==> src/rtl/ttf_pkg.sv <==
// Shared definitions for the packed tile pixel fetch unit.
// Assumes every size is a positive integer known at elaboration.
package ttf_pkg;

    // Integer ceiling division, used to size the per-tile word stride.
    function automatic int ceil_div(input int num, input int den);
        return (num + den - 1) / den;
    endfunction

    // Mirror selection carried alongside a coordinate pair.
    typedef struct packed {
        logic horiz;
        logic vert;
    } mirror_t;

endpackage

==> src/rtl/ttf_mirror.sv <==
// Mirrors an in-tile coordinate pair on either axis.
// Assumes the tile side is a power of two, so that side-1-c equals ~c.
module ttf_mirror
    import ttf_pkg::*;
#(
    parameter int COORD_W = 4
) (
    input  logic [COORD_W-1:0] col_in,
    input  logic [COORD_W-1:0] row_in,
    input  mirror_t            mirror,
    output logic [COORD_W-1:0] col_out,
    output logic [COORD_W-1:0] row_out
);

    // Select the reflected or the straight coordinate for each axis.
    always_comb begin
        col_out = mirror.horiz ? ~col_in : col_in;
        row_out = mirror.vert  ? ~row_in : row_in;
    end

endmodule

==> src/rtl/ttf_word_locate.sv <==
// Turns tile number and mirrored coordinates into a word address and the
// pixel slot inside that word. It divides by the pixels-per-word constant
// with an unrolled restoring divider (one stage per pixel-number bit).
// Assumes the tile grid side is 2**COORD_W and the result fits ADDR_W.
module ttf_word_locate
    import ttf_pkg::*;
#(
    parameter int COORD_W      = 4,
    parameter int TILE_W       = 10,
    parameter int ADDR_W       = 16,
    parameter int PIX_PER_WORD = 5,
    localparam int PIX_W       = 2 * COORD_W,
    localparam int SLOT_W      = $clog2(PIX_PER_WORD),
    localparam int STRIDE      = ceil_div(2 ** PIX_W, PIX_PER_WORD)
) (
    input  logic [TILE_W-1:0]  tile,
    input  logic [COORD_W-1:0] col,
    input  logic [COORD_W-1:0] row,
    output logic [ADDR_W-1:0]  word_addr,
    output logic [SLOT_W-1:0]  slot
);

    localparam logic [SLOT_W:0] DIVISOR = (SLOT_W + 1)'(PIX_PER_WORD);

    logic [PIX_W-1:0] pix_num;
    logic [PIX_W-1:0] quo;

    // Reading-order pixel number: row-major inside the tile.
    assign pix_num = {row, col};

    // One restoring-division stage per pixel-number bit, MSB first.
    for (genvar i = 0; i < PIX_W; i++) begin : g_div
        logic [SLOT_W-1:0] r_in;
        logic [SLOT_W:0]   trial;
        logic [SLOT_W-1:0] r_out;
        if (i == PIX_W - 1) begin : g_first
            assign r_in = '0;
        end else begin : g_next
            assign r_in = g_div[i+1].r_out;
        end
        assign trial  = {r_in, pix_num[i]};
        assign quo[i] = (trial >= DIVISOR);
        assign r_out  = quo[i] ? SLOT_W'(trial - DIVISOR) : trial[SLOT_W-1:0];
    end

    assign slot = g_div[0].r_out;

    // Tile base at a fixed stride plus the word offset inside the tile.
    assign word_addr = ADDR_W'(tile) * ADDR_W'(STRIDE) + ADDR_W'(quo);

    // Divider self-consistency: quotient and remainder rebuild the pixel.
    always_comb begin
        AST_DIV_EXACT: assert ((32'(quo) * PIX_PER_WORD + 32'(slot)) == 32'(pix_num));
        AST_SLOT_RANGE: assert (32'(slot) < PIX_PER_WORD);
    end

endmodule

==> src/rtl/ttf_field_pick.sv <==
// Selects one BPP-wide field of a memory word by slot number.
// Slot k occupies bits [k*BPP+BPP-1 : k*BPP]; bits above the last slot
// (padding) are never routed to the output.
module ttf_field_pick #(
    parameter int DATA_W       = 16,
    parameter int BPP          = 3,
    parameter int PIX_PER_WORD = 5,
    localparam int SLOT_W      = $clog2(PIX_PER_WORD)
) (
    input  logic [DATA_W-1:0] word,
    input  logic [SLOT_W-1:0] slot,
    output logic [BPP-1:0]    field
);

    logic [BPP-1:0] fields [PIX_PER_WORD];

    // Split the word into its packed pixel fields.
    for (genvar k = 0; k < PIX_PER_WORD; k++) begin : g_field
        assign fields[k] = word[k*BPP +: BPP];
    end

    // Route the field addressed by the slot number.
    always_comb begin
        field = '0;
        for (int k = 0; k < PIX_PER_WORD; k++) begin
            if (32'(slot) == k) field = fields[k];
        end
    end

endmodule

==> src/rtl/tile_texel_fetch.sv <==
// Two-stage packed tile pixel fetch. Stage one registers the word address
// derived from a request; stage two captures the field from the word an
// asynchronous tile memory returns for that address.
// Assumes the memory answers within the cycle the address is held.
module tile_texel_fetch
    import ttf_pkg::*;
#(
    parameter int COORD_W      = 4,
    parameter int TILE_W       = 10,
    parameter int ADDR_W       = 16,
    parameter int DATA_W       = 16,
    parameter int BPP          = 3,
    parameter int PIX_PER_WORD = 5,
    localparam int SLOT_W      = $clog2(PIX_PER_WORD),
    localparam int STRIDE      = ceil_div(2 ** (2 * COORD_W), PIX_PER_WORD),
    localparam int ADDR_LIMIT  = (2 ** TILE_W) * STRIDE
) (
    input  logic               clk,
    input  logic               rst_n,
    input  logic               req_valid,
    input  logic [TILE_W-1:0]  req_tile,
    input  logic [COORD_W-1:0] req_x,
    input  logic [COORD_W-1:0] req_y,
    input  logic               req_hflip,
    input  logic               req_vflip,
    output logic               mem_rd_en,
    output logic [ADDR_W-1:0]  mem_addr,
    input  logic [DATA_W-1:0]  mem_rdata,
    output logic               pix_valid,
    output logic [BPP-1:0]     pix_color
);

    mirror_t             mirror;
    logic [COORD_W-1:0]  col_m;
    logic [COORD_W-1:0]  row_m;
    logic [ADDR_W-1:0]   addr_d;
    logic [SLOT_W-1:0]   slot_d;
    logic [SLOT_W-1:0]   slot_q;
    logic [BPP-1:0]      field_d;

    assign mirror = '{horiz: req_hflip, vert: req_vflip};

    ttf_mirror #(.COORD_W(COORD_W)) u_mirror (
        .col_in  (req_x),
        .row_in  (req_y),
        .mirror  (mirror),
        .col_out (col_m),
        .row_out (row_m)
    );

    ttf_word_locate #(
        .COORD_W      (COORD_W),
        .TILE_W       (TILE_W),
        .ADDR_W       (ADDR_W),
        .PIX_PER_WORD (PIX_PER_WORD)
    ) u_locate (
        .tile      (req_tile),
        .col       (col_m),
        .row       (row_m),
        .word_addr (addr_d),
        .slot      (slot_d)
    );

    // Stage one: present the address; hold it while idle.
    always_ff @(posedge clk) begin
        if (!rst_n) begin
            mem_rd_en <= 1'b0;
            mem_addr  <= '0;
            slot_q    <= '0;
        end else begin
            mem_rd_en <= req_valid;
            if (req_valid) begin
                mem_addr <= addr_d;
                slot_q   <= slot_d;
            end
        end
    end

    ttf_field_pick #(
        .DATA_W       (DATA_W),
        .BPP          (BPP),
        .PIX_PER_WORD (PIX_PER_WORD)
    ) u_pick (
        .word  (mem_rdata),
        .slot  (slot_q),
        .field (field_d)
    );

    // Stage two: capture the selected pixel from the returned word.
    always_ff @(posedge clk) begin
        if (!rst_n) begin
            pix_valid <= 1'b0;
            pix_color <= '0;
        end else begin
            pix_valid <= mem_rd_en;
            if (mem_rd_en) pix_color <= field_d;
        end
    end

    AST_RD_AFTER_REQ: assert property (@(posedge clk) disable iff (!rst_n)
        req_valid |=> mem_rd_en);
    AST_IDLE_HOLD: assert property (@(posedge clk) disable iff (!rst_n)
        !req_valid |=> (!mem_rd_en && $stable(mem_addr)));
    AST_PIX_FOLLOWS: assert property (@(posedge clk) disable iff (!rst_n)
        mem_rd_en |=> pix_valid);
    AST_NO_STRAY_PIX: assert property (@(posedge clk) disable iff (!rst_n)
        !mem_rd_en |=> !pix_valid);
    AST_ADDR_BOUND: assert property (@(posedge clk) disable iff (!rst_n)
        mem_rd_en |-> (32'(mem_addr) < ADDR_LIMIT));
    AST_STREAM: assert property (@(posedge clk) disable iff (!rst_n)
        (req_valid && $past(req_valid)) |=> (mem_rd_en && pix_valid));

endmodule

==> config.mk <==
export PLATFORM = sky130hd
export DESIGN_NAME = tile_texel_fetch
export DESIGN_NICKNAME = d
export VERILOG_FILES = /design/src/rtl/ttf_pkg.sv /design/src/rtl/ttf_mirror.sv /design/src/rtl/ttf_word_locate.sv /design/src/rtl/ttf_field_pick.sv /design/src/rtl/tile_texel_fetch.sv
export SDC_FILE = /design/constraint.sdc
export NUM_CORES = 1
export LEC_CHECK = 0
export ABC_AREA = 1
export BUFFER_PORTS_ARGS = -buffer_cell sky130_fd_sc_hd__buf_2
export CAP_MARGIN = 40
export CORE_MARGIN = 2
export CORE_UTILIZATION = 55
export CTS_BUF_LIST = sky130_fd_sc_hd__clkbuf_8
export DETAILED_ROUTE_END_ITERATION = 10
export PLACE_DENSITY = 0.87
export SETUP_SLACK_MARGIN = 0.5
export SLEW_MARGIN = 15
export SYNTH_ARGS = -nofsm -noshare
export SYNTH_HDL_FRONTEND = slang
export SYNTH_SLANG_ARGS = --single-unit
==> constraint.sdc <==
create_clock -name clk -period 6.6 [get_ports clk]
set_input_delay 0.66 -clock clk [delete_from_list [all_inputs] [get_ports clk]]
set_output_delay 0.66 -clock clk [all_outputs]
set_load 0.03 [all_outputs]
# Word level (Yosys, flattened, before mapping)
# Cells that the tools add are included.
[totals]
regBits = 24
rom_bits = 0
out_inout_bits = 21
memories = 0
latch_bits = 0
ramBits = 0
in_bits = 39
[classes]
n_lt_le_gt_ge = 8
n_addsub = 9
shifts = 0
n_bitwise = 2
mul = 1
reduce_logical = 1
div_mod_pow = 0
eq_ne = 4
mux = 15
[op_table]
columns = ["cell", "count"]
rows = [
  ["2-to-1 mux 3 bit", 13],
  [">= comparator 4 x 3 -> 1 bit, second input constant", 7],
  ["subtractor 3 bit, second input constant", 7],
  ["adder 16 x 8 -> 16 bit", 1],
  ["multiplier 10 x 4 -> 14 bit, second input constant", 1],
  ["2-to-1 mux 4 bit", 2],
  ["NOT 4 bit", 2],
  ["== test 3 x 2 -> 1 bit, second input constant", 2],
  ["== test 3 x 1 -> 1 bit, second input constant", 1],
  ["== test 3 bit, second input constant", 1],
  [">= comparator 1 x 3 -> 1 bit, second input constant", 1],
  ["zero test 3 bit", 1],
  ["subtractor 1 x 3 -> 3 bit, second input constant", 1],
]

# Depth between registers and ports, before layout
# Gate-level depths: netlist of run 1.
[depth]
word_depth = 18
depth_mapped = 43
ltp_nobuf = 42

# By module
# A second synthesis of run 1 with hierarchy kept.
[unflattened]
cells_unflattened = 461
area_unflattened_um2 = 2965.3
[by_module_without_submodules]
columns = ["module", "cells_each", "area_per_inst_um2", "seq_area_each_um2", "instances"]
rows = [
  ["ttf_word_locate", 249, 1739.2, 0.0, 1],
  ["tile_texel_fetch", 144, 947.2, 480.5, 1],
  ["ttf_field_pick", 34, 151.4, 0.0, 1],
  ["ttf_mirror", 34, 127.6, 0.0, 1],
]

# Worst setup path before layout of run 1
# No wires, ideal clock.
[synth_path]
path_type = "input to register"
from = "input req_vflip"
to = "register slot_q[0]"
required_ns = 6.491
stages = 36
n_path_buf = 1
arrival_ns = 4.882
setup_slack_ns = 1.609
cell_sequence = "buf_6 > xnor2_2 > nand3_1 > nand2_1 > inv_1 > ha_1 > or2_1 > nand3_1 > nand3_1 > and2_1 > ha_1 > nand2_2 > nand2_2 > nor2_2 > nand2_1 > nand2_2 > ha_1 > nand2_1 > nand3_2 > nand3_1 > nand2_1 > ha_1 > inv_1 > or2_2 > nand3_4 > nand3_1 > nand2_1 > ha_1 > inv_1 > or2_2 > nand3_2 > nand2_2 > nand2_1 > nand3_1 > nand2_1 > inv_1"
[synth_between]
elab_chain_cells = 17
elab_cells_between_ends = 24
classes_between = "add/sub (7); order compare (8); mux (9)"
[synth_rtl]
columns = ["item", "line_no", "rtl"]
rows = [
  ["from (decl)", "tile_texel_fetch.sv:25", "input logic req_vflip,"],
  ["2-to-1 mux 4 bit (*)", "ttf_mirror.sv:18", "row_out = mirror.vert ? ~row_in : row_in;"],
  ["subtractor 1 x 3 -> 3 bit / >= comparator 1 x 3 -> 1 bit (equally long branches)", "ttf_word_locate.sv:43, ttf_word_locate.sv:42", ""],
  ["2-to-1 mux 3 bit", "ttf_word_locate.sv:43", "assign r_out = quo[i] ? SLOT_W'(trial - DIVISOR) : trial[SLOT_W-1:0];"],
  [">= comparator 4 x 3 -> 1 bit / subtractor 3 bit (equally long branches)", "ttf_word_locate.sv:42, ttf_word_locate.sv:43", ""],
  ["2-to-1 mux 3 bit", "ttf_word_locate.sv:43", ""],
  [">= comparator 4 x 3 -> 1 bit / subtractor 3 bit (equally long branches)", "ttf_word_locate.sv:42, ttf_word_locate.sv:43", ""],
  ["2-to-1 mux 3 bit", "ttf_word_locate.sv:43", ""],
  [">= comparator 4 x 3 -> 1 bit / subtractor 3 bit (equally long branches)", "ttf_word_locate.sv:42, ttf_word_locate.sv:43", ""],
  ["2-to-1 mux 3 bit (*)", "ttf_word_locate.sv:43", ""],
  [">= comparator 4 x 3 -> 1 bit / subtractor 3 bit (equally long branches)", "ttf_word_locate.sv:42, ttf_word_locate.sv:43", ""],
  ["2-to-1 mux 3 bit (*)", "ttf_word_locate.sv:43", ""],
  [">= comparator 4 x 3 -> 1 bit / subtractor 3 bit (equally long branches)", "ttf_word_locate.sv:42, ttf_word_locate.sv:43", ""],
  ["2-to-1 mux 3 bit (*)", "ttf_word_locate.sv:43", ""],
  [">= comparator 4 x 3 -> 1 bit / subtractor 3 bit (equally long branches)", "ttf_word_locate.sv:42, ttf_word_locate.sv:43", ""],
  ["2-to-1 mux 3 bit (*)", "ttf_word_locate.sv:43", ""],
  [">= comparator 4 x 3 -> 1 bit (*)", "ttf_word_locate.sv:42", "assign quo[i] = (trial >= DIVISOR);"],
  ["2-to-1 mux 3 bit (*)", "ttf_word_locate.sv:43", ""],
  ["to (signal assigned)", "tile_texel_fetch.sv:74", "slot_q <= slot_d;"],
  ["to (decl)", "tile_texel_fetch.sv:38", "logic [SLOT_W-1:0] slot_q;"],
]
# Mark *: on every way between the ends. The rest lies on a longest branch, timed or not.
# A chain may end at the register's enable or synchronous reset.

# Worst setup path after layout of run 1
[layout_path]
from = "input req_vflip"
to = "register slot_q[1]"
[layout_between]
elab_chain_cells = 17
elab_cells_between_ends = 25
classes_between = "add/sub (8); order compare (8); mux (9)"
[layout_rtl]
columns = ["item", "line_no"]
rows = [
  ["2-to-1 mux 4 bit (*)", "ttf_mirror.sv:18"],
  ["subtractor 1 x 3 -> 3 bit / >= comparator 1 x 3 -> 1 bit (equally long branches)", "ttf_word_locate.sv:43, ttf_word_locate.sv:42"],
  ["2-to-1 mux 3 bit", "ttf_word_locate.sv:43"],
  [">= comparator 4 x 3 -> 1 bit / subtractor 3 bit (equally long branches)", "ttf_word_locate.sv:42, ttf_word_locate.sv:43"],
  ["2-to-1 mux 3 bit", "ttf_word_locate.sv:43"],
  [">= comparator 4 x 3 -> 1 bit / subtractor 3 bit (equally long branches)", "ttf_word_locate.sv:42, ttf_word_locate.sv:43"],
  ["2-to-1 mux 3 bit", "ttf_word_locate.sv:43"],
  [">= comparator 4 x 3 -> 1 bit / subtractor 3 bit (equally long branches)", "ttf_word_locate.sv:42, ttf_word_locate.sv:43"],
  ["2-to-1 mux 3 bit (*)", "ttf_word_locate.sv:43"],
  [">= comparator 4 x 3 -> 1 bit / subtractor 3 bit (equally long branches)", "ttf_word_locate.sv:42, ttf_word_locate.sv:43"],
  ["2-to-1 mux 3 bit (*)", "ttf_word_locate.sv:43"],
  [">= comparator 4 x 3 -> 1 bit / subtractor 3 bit (equally long branches)", "ttf_word_locate.sv:42, ttf_word_locate.sv:43"],
  ["2-to-1 mux 3 bit (*)", "ttf_word_locate.sv:43"],
  [">= comparator 4 x 3 -> 1 bit / subtractor 3 bit (equally long branches)", "ttf_word_locate.sv:42, ttf_word_locate.sv:43"],
  ["2-to-1 mux 3 bit (*)", "ttf_word_locate.sv:43"],
  [">= comparator 4 x 3 -> 1 bit / subtractor 3 bit (equally long branches)", "ttf_word_locate.sv:42, ttf_word_locate.sv:43"],
  ["2-to-1 mux 3 bit (*)", "ttf_word_locate.sv:43"],
]
# Marks and branches as above.

==> results of run 1 <==
-- cells in the mapped netlist, drive strengths merged, types with 2 or more instances --
cell	instances
inv	87
nand2	83
ha	37
nor2	35
nand3	26
o21ai	26
dfxtp	24
a21oi	16
xor2	16
xnor2	10
fa	8
nand4	6
nor3	4
or2	4
a32oi	3
buf	3
clkbuf	3
a31o	2
o21bai	2
-- final timing paths --
check                                            start                        end  slack, ns  cells after the start
worst max register to register  slot_q[0]$_SDFFE_PN0P_  pix_color[2]$_SDFFE_PN0P_       5.16                      7
worst max-delay path                         req_vflip     slot_q[1]$_SDFFE_PN0P_       1.34                     37
worst min-delay path              mem_rd_en$_SDFF_PN0_       pix_valid$_SDFF_PN0_       0.46                      2
worst min register to register    mem_rd_en$_SDFF_PN0_       pix_valid$_SDFF_PN0_       0.46                      2
-- metal layers --
metal	up-vias	routed length, um	track usage (%)
li1	1376	-	-
met1	1167	2380	22.0
met2	52	2960	39.9
met3	8	179	2.14
met4	0	65	5.64
met5	-	0	0
-- final cells by class --
type                            count  area (um^2)  share of cell area [%]
Sequential cell                    24          480                    14.8
Clock inverter                      1         30.0                   0.922
Timing Repair Buffer               58          290                    8.91
Tap cell                           70         87.6                    2.69
Multi-Input combinational cell    285         1990                    61.2
Inverter                           88          333                    10.2
Clock buffer                        3         41.3                    1.27
-- flip-flops by register name, indices dropped and copies added (netlist names) --
register   count
slot_q         3
pix_color      3
mem_addr      16
mem_rd_en      1
pix_valid      1
-- worst max-delay path, delay by kind of cell --
kind / cells / cell delay (ns)
buffers and inverters: 5 / 0.45
AND/OR/NAND/NOR: 25 / 2.91
AO/OA/AOI/OAI: 1 / 0.12
adder cells (fa/ha/maj): 5 / 1.07
XOR/XNOR: 1 / 0.23
-- power groups by stage --
stage / sequential [mW] / clock (mW) / combinational [mW]
after floorplan: 0.234 / 0 / 0.421
after global placement: 0.194 / 0 / 0.546
after detailed placement: 0.195 / 0 / 0.574
after CTS: 0.192 / 0.129 / 0.576
after global routing: 0.195 / 0.137 / 0.647
final: 0.192 / 0.127 / 0.574
-- per-stage QoR --
step                      setup WS (ns)  power [mW]  area, um^2  hold slack [ns]
after floorplan                    1.61       0.654        2850            0.470
after global placement             1.24       0.740        3190            0.443
after detailed placement           1.05       0.769        3190            0.449
after CTS                          1.32       0.897        3260            0.461
after global routing              0.798       0.979        3260            0.489
final                              1.34       0.893        3260            0.456
-- layout by cell type, fill, tap and decap left out, types with 2 or more instances in the layout --
cell type,count
a21oi_2,2
or2_2,3
o21ai_0,18
nor2_1,34
nand3_1,16
a31o_2,2
o21ai_1,3
xor2_1,15
a21oi_1,14
a32oi_1,3
ha_1,37
nor3_1,4
fa_1,8
inv_1,86
nand3_2,9
dfxtp_1,24
nand2_2,14
o21bai_1,2
nand2_1,66
xnor2_1,9
nand4_1,6
buf_2,58
nand2_4,3
clkbuf_8,3
o21ai_2,4
-- logic make-up after synthesis --
| kind of cell | count (synthesis) | synth area share [%] |
|---|---|---|
| compound gates | 53 | 11.8 |
| buf+inv | 94 | 13.1 |
| flops | 24 | 16.9 |
| xor+xnor | 26 | 8.53 |
| simple gates | 161 | 27.9 |
| fa+ha+maj | 45 | 21.9 |
==> impl_metrics.yaml, run 1 <==
clocking:
  cts_hold_buf: 0
  clockBufferDepth: 2
  cts_sinks: 24
  cts_max_level: 1
  cts_root_buf: "clkbuf_8"
  postCtsSetupRepairBufs: 0
  cts_buffers: 3
  ctsResizeCount: 0
  path_clk_slew_ns: 0.09
  clk_latency_ns: 0.26
  tritoncts: "yes"
synthesis:
  synthTopCellsByArea: "dfxtp_1 (17%), ha_1 (16%), inv_1 (11%)"
  synth-async-reset-ratio_pct: 0
  ys_warn_count: 0
  syn_inst: 403
  synth-seq-area-share_pct: 16.9
  mappedNetlistArea_um2: 2850
  synth_top_area_share_pct: 16.9
  synth_ff_type: "dfxtp_1"
  ys_ff_latch: 24
  synth_area_per_cell_um2: 7.06
  synth.distinct_cells: 41
  synth_edf_count: 0
  syn_nets: 487
  synth_area_leader_cell: "dfxtp_1"
run:
  cap_violations: 0
pwr:
  power_frac_seq_pct: 21.4
  p_int_mw: 0.467
  p_sw_mw: 0.426
  irDropWorstVdd_mv: 0.112
  p_clk_share_pct: 14.3
  sw_frac_of_total_pct: 47.7
  power_density_nw_per_um2: 274
  p_leak_nw: 1.88
  combPwrFrac_pct: 64.3
sta:
  relSlewSlack_pct: 65.6
  rsz0062_at_grt: "false"
  worstMarginPinSlew_ns: 0.513
  setup-tns-final_ns: 0
  min_period_over_period_pct: 79.7
  fin_skew_ns: 0.00134
  timing.final.hold_violations: 0
  fin_crit_ns: 5.26
  finalSetupViolCount: 0
  maxSlewViolCount: 0
  fmax_mhz: 190
floorplanning:
  initial_core_util_pct: 56.5
  die-area_um2: 5770
  rows: 26
  core_area_um2: 5040
  die_y_um: 75.9
  die_w_um: 75.9
  boundaryPins: 60
critical_path:
  crit_top_cell: "nand2_1"
  max_stage_delay_ns: 0.29
  worstSetupStartpointType: "input pin"
  required_ns: 6.79
  worst_ep_arrival_time_ns: 5.45
  cpMaxStageDelayCell: "or2_2"
  worstSetupPathType: "input pin to flop"
  cp_max_fo: 9
  endpoint_kind: "flop"
place:
  hpwl_um: 4750
  place_congestion: 0.877
  io_buffers: 58
  placedCellCount: 525
grt:
  grt_pass1_wl_um: 10000
  grt_pass1_vias: 2586
  antenna_found_initial: 0
  globalRouteOverflowTotal: 0
  grt_max_degree: 23
  grt_use_total_pct: 20.0
final_layout:
  instances_no_fill: 529
  drive_gt1_share_pct: 22.9
  antenna_cells: 0
  fill_cells: 444
  nNetsFinal: 544
  post-route-util_pct: 64.6
  syn2layout_area_growth_pct: 14.4
min_path:
  min_path_type: "flop to flop"
detailed_routing:
  wl_per_cell_um: 10.5
  drt_wl_total_um: 5580
  drt_first_pass_iters: 4
  ant_nets: 0
  first_iter_violations: 70
  drc: 0
  avgViaCountPerCell: 4.92
  vias: 2603
status:
  run_status: "finished clean"
No activity file was read; power rests on OpenSTA's default activity.
==> run 2, diff against run 1 <==
ABC_AREA = 0   (was 1)
clock period = 5.05 ns   (was 6.6 ns; I/O delays follow)
==> run 2 against run 1 <==
The run now ends with setup timing left. Clock skew rose by 0.0026 ns. Worst setup slack worse by 1.7 ns. Combinational power up 110%. Area after synthesis fell by 0.75%. Register-to-register slack got worse by 1.6 ns. Flip-flop and latch count unchanged. Global-route usage rose by 11 points. Clock power is 35% higher. Non-clock buffer count grew 65. Via count increased by 28%. Critical path type unchanged. Critical endpoint unchanged. Highest routed layer unchanged.
==> impl_metrics.yaml, run 2 <==
status:
  run_status: "complete, but fails checks"
  failed_checks: "setup timing"
critical_path:
  worstSetupPathType: "input pin to flop"
  worstSetupStartpointType: "input pin"
  path_buf_inv: 5
  worst_ep_arrival_time_ns: 5.57
  cp_max_fo: 3
  cpMaxStageDelayCell: "or3_4"
  required_ns: 5.24
  max_stage_delay_ns: 0.34
  endpoint_kind: "flop"
  cp_top_family: "compound AO/OA/AOI/OAI gates"
  crit_top_cell: "ha_4"
pwr:
  p_int_mw: 0.927
  irDropWorstVdd_mv: 0.202
  p_leak_nw: 2.01
  power_frac_seq_pct: 15.2
  power_density_nw_per_um2: 402
  p_clk_share_pct: 10.4
  sw_frac_of_total_pct: 43.8
  combPwrFrac_pct: 74.4
  p_sw_mw: 0.724
sta:
  finalSetupViolCount: 7
  min_period_over_period_pct: 106
  setup-tns-final_ns: -1.85
  worstMarginPinSlew_ns: 0.908
  holdWs_ns: 0.479
  worst_slack_ns: -0.326
  timing.final.hold_violations: 0
  fin_crit_ns: 5.38
  fin_skew_ns: 0.00389
  relSlewSlack_pct: 38.7
  fmax_mhz: 186
  rsz0062_at_grt: "true"
  maxSlewViolCount: 0
clocking:
  cts_buffers: 3
  cts_hold_buf: 0
  cts_sinks: 24
  path_clk_slew_ns: 0.09
  tritoncts: "yes"
  cts_max_level: 1
  clockBufferDepth: 2
  clk_latency_ns: 0.27
  cts_root_buf: "clkbuf_8"
detailed_routing:
  dr_wl_met2_um: 4940
  vias: 3331
  highest_layer: "met4"
  wl_per_cell_um: 19.1
  first_iter_violations: 256
  drc: 0
  ant_nets: 0
  drt_wl_total_um: 10300
  drt-met1-wl_um: 3680
  route.met3.wl_um: 833
  drt_first_pass_iters: 5
  avgViaCountPerCell: 6.17
grt:
  antenna_found_initial: 0
  grt_use_total_pct: 31.1
  grt_max_degree: 35
  grt_pass1_wl_um: 13600
  globalRouteOverflowTotal: 0
  grt_pass1_vias: 3057
final_layout:
  post-route-util_pct: 81.5
  final_cell_mix: "inv_1 (57), buf_4 (57), buf_2 (55), nor2_1 (30), ha_1 (27)"
  reg.largest.list: "mem_addr: 16 flops, pix_color: 3 flops, slot_q: 3 flops"
  drive_gt1_share_pct: 38.7
  nNetsFinal: 555
  fill_cells: 262
  top_register: "mem_addr"
  multiInputGateArea_um2: 2380
  largest_reg_flops: 16
  antenna_cells: 0
  syn2layout_area_growth_pct: 45.4
  regArea_um2: 480
synthesis:
  synth_area_leader_cell: "dfxtp_1"
  synthTopCellsByCount: "inv_1 (61), ha_1 (37), nor2_1 (33)"
  synth_edf_count: 0
  syn_nets: 437
  ys_ff_latch: 24
  synth-seq-area-share_pct: 17.0
  syn_inst: 353
  synth_ff_type: "dfxtp_1"
  mappedNetlistArea_um2: 2830
  synth-async-reset-ratio_pct: 0
  synth_area_per_cell_um2: 8.00
  synthTopCellsByArea: "dfxtp_1 (17%), ha_1 (16%), inv_1 (8.1%)"
  ys_warn_count: 0
  synth.most_common_cell: "inv_1"
  synth.distinct_cells: 60
  synth_top_area_share_pct: 17.0
place:
  hpwl_um: 5430
  io_buffers: 58
  place_congestion: 0.871
floorplanning:
  core_area_um2: 5040
  die_w_um: 75.7
  boundaryPins: 60
  die-area_um2: 5730
  rows: 26
  initial_core_util_pct: 56.0
  die_y_um: 75.7
min_path:
  min_path_type: "flop to flop"
run:
  cap_violations: 0
==> run 2: logic make-up after synthesis <==
group           count (synthesis)  synth area share [%]
fa+ha+maj                      45                  22.1
buf+inv                        73                  10.4
compound gates                 86                  21.6
flops                          24                  17.0
mux                            15                  5.98
xor+xnor                       23                  7.40
simple gates                   87                  15.6
==> run 2: final cells by class <==
class	count	area share, %
Multi-Input combinational cell	256	58.0
Timing Repair Buffer	123	20.2
Sequential cell	24	11.7
Inverter	63	6.18
Tap cell	70	2.13
Clock buffer	3	1.00
Clock inverter	1	0.731
==> run 2: final timing paths <==
path,from,to,slack [ns],cells past startpoint
min,pix_color[0]$_SDFFE_PN0P_,pix_color[0]$_SDFFE_PN0P_,0.48,2
max,req_y[2],slot_q[1]$_SDFFE_PN0P_,-0.33,30
max reg2reg,slot_q[0]$_SDFFE_PN0P_,pix_color[1]$_SDFFE_PN0P_,3.61,3
min reg2reg,pix_color[0]$_SDFFE_PN0P_,pix_color[0]$_SDFFE_PN0P_,0.48,2
==> run 2: tightest hold or removal path: stages, from the launching register on <==
cell,delay (ns)
dfxtp_1,0.31
nand2b_1,0.07
a21oi_1,0.06
==> run 2: what timing repair did <==
action,in CTS,in global routing
setup buffers,28,8
gates resized for setup,35,21
setup endpoints to repair,13,14
cloned,0,0
pin swaps,14,12
==> run 2: layer usage <==
metal | vias to the layer above | global-route usage, %
li1 | 1464 | -
met1 | 1531 | 31.7
met2 | 244 | 58.1
met3 | 92 | 4.50
met4 | 0 | 20.9
met5 | - | 0
==> run 2: per-stage QoR <==
stage                     instances  power [mW]  area [um^2]  setup WS [ns]
final                           540        1.65         4110         -0.326
after CTS                       532        1.42         3940        -0.0545
after global placement          500        1.01         3480         -0.315
after floorplan                 353       0.810         2950         -0.512
after detailed placement        500        1.05         3480         -0.558
after global routing            540        1.72         4110         -0.448
==> run 2: power by group through the flow <==
stage / Clock (mW) / Sequential (mW) / Combinational [mW]
after global placement: 0 / 0.250 / 0.759
after CTS: 0.168 / 0.247 / 1.00
final: 0.172 / 0.251 / 1.23
after detailed placement: 0 / 0.251 / 0.794
after global routing: 0.180 / 0.254 / 1.28
after floorplan: 0 / 0.295 / 0.514
==> run 3, diff against run 2 <==
CORE_ASPECT_RATIO = 1.75   (was unset)
==> run 3 against run 2 <==
The run still ends with setup timing left. Non-clock buffer count decreased by 8. Wire length fell by 20%. Global-route usage is 5.3 points lower. Hold slack worse by 0.0071 ns. Power decreased by 11%. Combinational power shrank 14%. Count of clock-buffer cells in the layout stayed put. Register-to-register slack got worse by 0.03 ns. Worst setup slack improved by 0.17 ns. Cell area down 2.9%. Flip-flop and latch count unchanged. Clock power shrank 2%. Critical endpoint is now mem_addr[0]$_SDFFE_PN0P_.
==> impl_metrics.yaml, run 3 (same netlist as run 2, synthesis figures left out) <==
critical_path:
  cpMaxStageDelayCell: "or3_1"
  max_stage_delay_ns: 0.33
  worstSetupPathType: "input pin to flop"
  endpoint_kind: "flop"
  r2r_setup_slack_ns: 3.58
  cp-startpoint: "req_y[2]"
  required_ns: 5.22
  cp_max_fo: 4
  worstSetupStartpointType: "input pin"
  worst_ep_arrival_time_ns: 5.37
  regToRegStartpoint: "slot_q[0]$_SDFFE_PN0P_"
clocking:
  clk_latency_ns: 0.27
  path_clk_slew_ns: 0.09
  tritoncts: "yes"
  cts_sinks: 24
  cts_root_buf: "clkbuf_8"
  cts_max_level: 1
  cts_buffers: 3
  clockBufferDepth: 2
floorplanning:
  die_y_um: 98.8
  die_w_um: 58.2
  core_area_um2: 4980
  boundaryPins: 60
  initial_core_util_pct: 56.8
  die-area_um2: 5750
  rows: 34
sta:
  finalSetupViolCount: 4
  worstMarginPinSlew_ns: 0.792
  fin_crit_ns: 5.20
  fin_skew_ns: 0.00429
  relSlewSlack_pct: 46.5
  worst_slack_ns: -0.151
  holdWs_ns: 0.472
  fmax_mhz: 192
  rsz0062_at_grt: "true"
  maxSlewViolCount: 0
  timing.final.hold_violations: 0
  min_period_over_period_pct: 103
final_layout:
  nNetsFinal: 547
  antenna_cells: 0
  syn2layout_area_growth_pct: 41.3
  final_cell_mix: "inv_1 (55), buf_2 (55), buf_4 (46), nor2_1 (30), ha_1 (27)"
  instances_no_fill: 516
  largest_reg_flops: 16
  drive_gt1_share_pct: 37.9
  top_register: "mem_addr"
  reg.largest.list: "mem_addr: 16 flops, pix_color: 3 flops, slot_q: 3 flops"
grt:
  grt_pass1_wl_um: 12000
  grt_use_total_pct: 25.8
  grt_pass1_vias: 2888
  antenna_found_initial: 0
  globalRouteOverflowTotal: 0
  grt_max_degree: 35
place:
  place_congestion: 0.843
  placedCellCount: 487
  io_buffers: 58
  hpwl_um: 5140
detailed_routing:
  ant_nets: 0
  drc: 0
  vias: 3065
  drt_first_pass_iters: 4
  avgViaCountPerCell: 5.94
  drt_wl_total_um: 8310
  wl_per_cell_um: 16.1
  first_iter_violations: 103
pwr:
  power_mw: 1.47
  irDropWorstVdd_mv: 0.355
  p_leak_nw: 1.97
  power_density_nw_per_um2: 369
status:
  run_status: "complete, but fails checks"
  failed_checks: "setup timing"
min_path:
  min_path_type: "flop to flop"
  hp-start: "pix_color[0]$_SDFFE_PN0P_"
run:
  cap_violations: 0
## run 3: cell count changes in the layout (fill, tap and decap cells not counted), sizes merged
cell / before / now
buf: 123 / 115
## run 3: worst paths after layout
check,cells past startpoint,to
max reg2reg,3,pix_color[1]$_SDFFE_PN0P_
max,30,mem_addr[0]$_SDFFE_PN0P_
min,2,pix_color[0]$_SDFFE_PN0P_
min reg2reg,2,pix_color[0]$_SDFFE_PN0P_
## run 3: worst max-delay path, delay by kind of cell
family / cells / cell delay (ns)
AO/OA/AOI/OAI: 6 / 1.38
XOR/XNOR: 3 / 0.38
adder cells (fa/ha/maj): 5 / 1.01
buffers and inverters: 5 / 0.37
multiplexers: 3 / 0.52
AND/OR/NAND/NOR: 8 / 1.18
## run 3: final cells by class
| cell class | instances | area, um^2 |
|---|---|---|
| sequential | 24 | 480 |
| clock buffer | 3 | 41.3 |
| inverter | 63 | 251 |
| fill | 302 | 986 |
| clock inverter | 1 | 30.0 |
| tap | 54 | 67.6 |
| multi-input combinational | 256 | 2340 |
| timing repair buffer | 115 | 782 |
## run 3: what timing repair did
item / CTS / global route
resized for setup: 15 / 41
endpoints found under the hold margin: 0 / 0
endpoints found under the setup margin: 12 / 15
hold buffers: 0 / 0
buffers inserted: 21 / 4
pin swaps: 5 / 16
## run 3: report_power, final
group	internal [mW]	switching (mW)	total, mW
Clock	0.106	0.0620	0.168
Combinational	0.509	0.548	1.06
Sequential	0.222	0.0263	0.248
## run 3: routing by layer
metal | track usage (%) | wire length [um]
met2 | 51.3 | 4490
met3 | 1.44 | 384
met1 | 26.7 | 2980
met4 | 9.66 | 459
met5 | 0 | 0
## run 3: metrics by stage
| step | utilization (%) | instance area (um^2) | setup TNS (ns) | setup slack (ns) |
|---|---|---|---|---|
| 2_1_floorplan | - | 2950 | -1.64 | -0.512 |
| 3_3_place_gp | 70.0 | 3480 | -1.30 | -0.348 |
| 3_5_place_dp | 70.0 | 3480 | -2.41 | -0.500 |
| 4_1_cts | 75.9 | 3780 | -0.429 | -0.128 |
| 5_1_grt | 80.2 | 3990 | -1.40 | -0.344 |
| 6_report | 80.2 | 3990 | -0.479 | -0.151 |
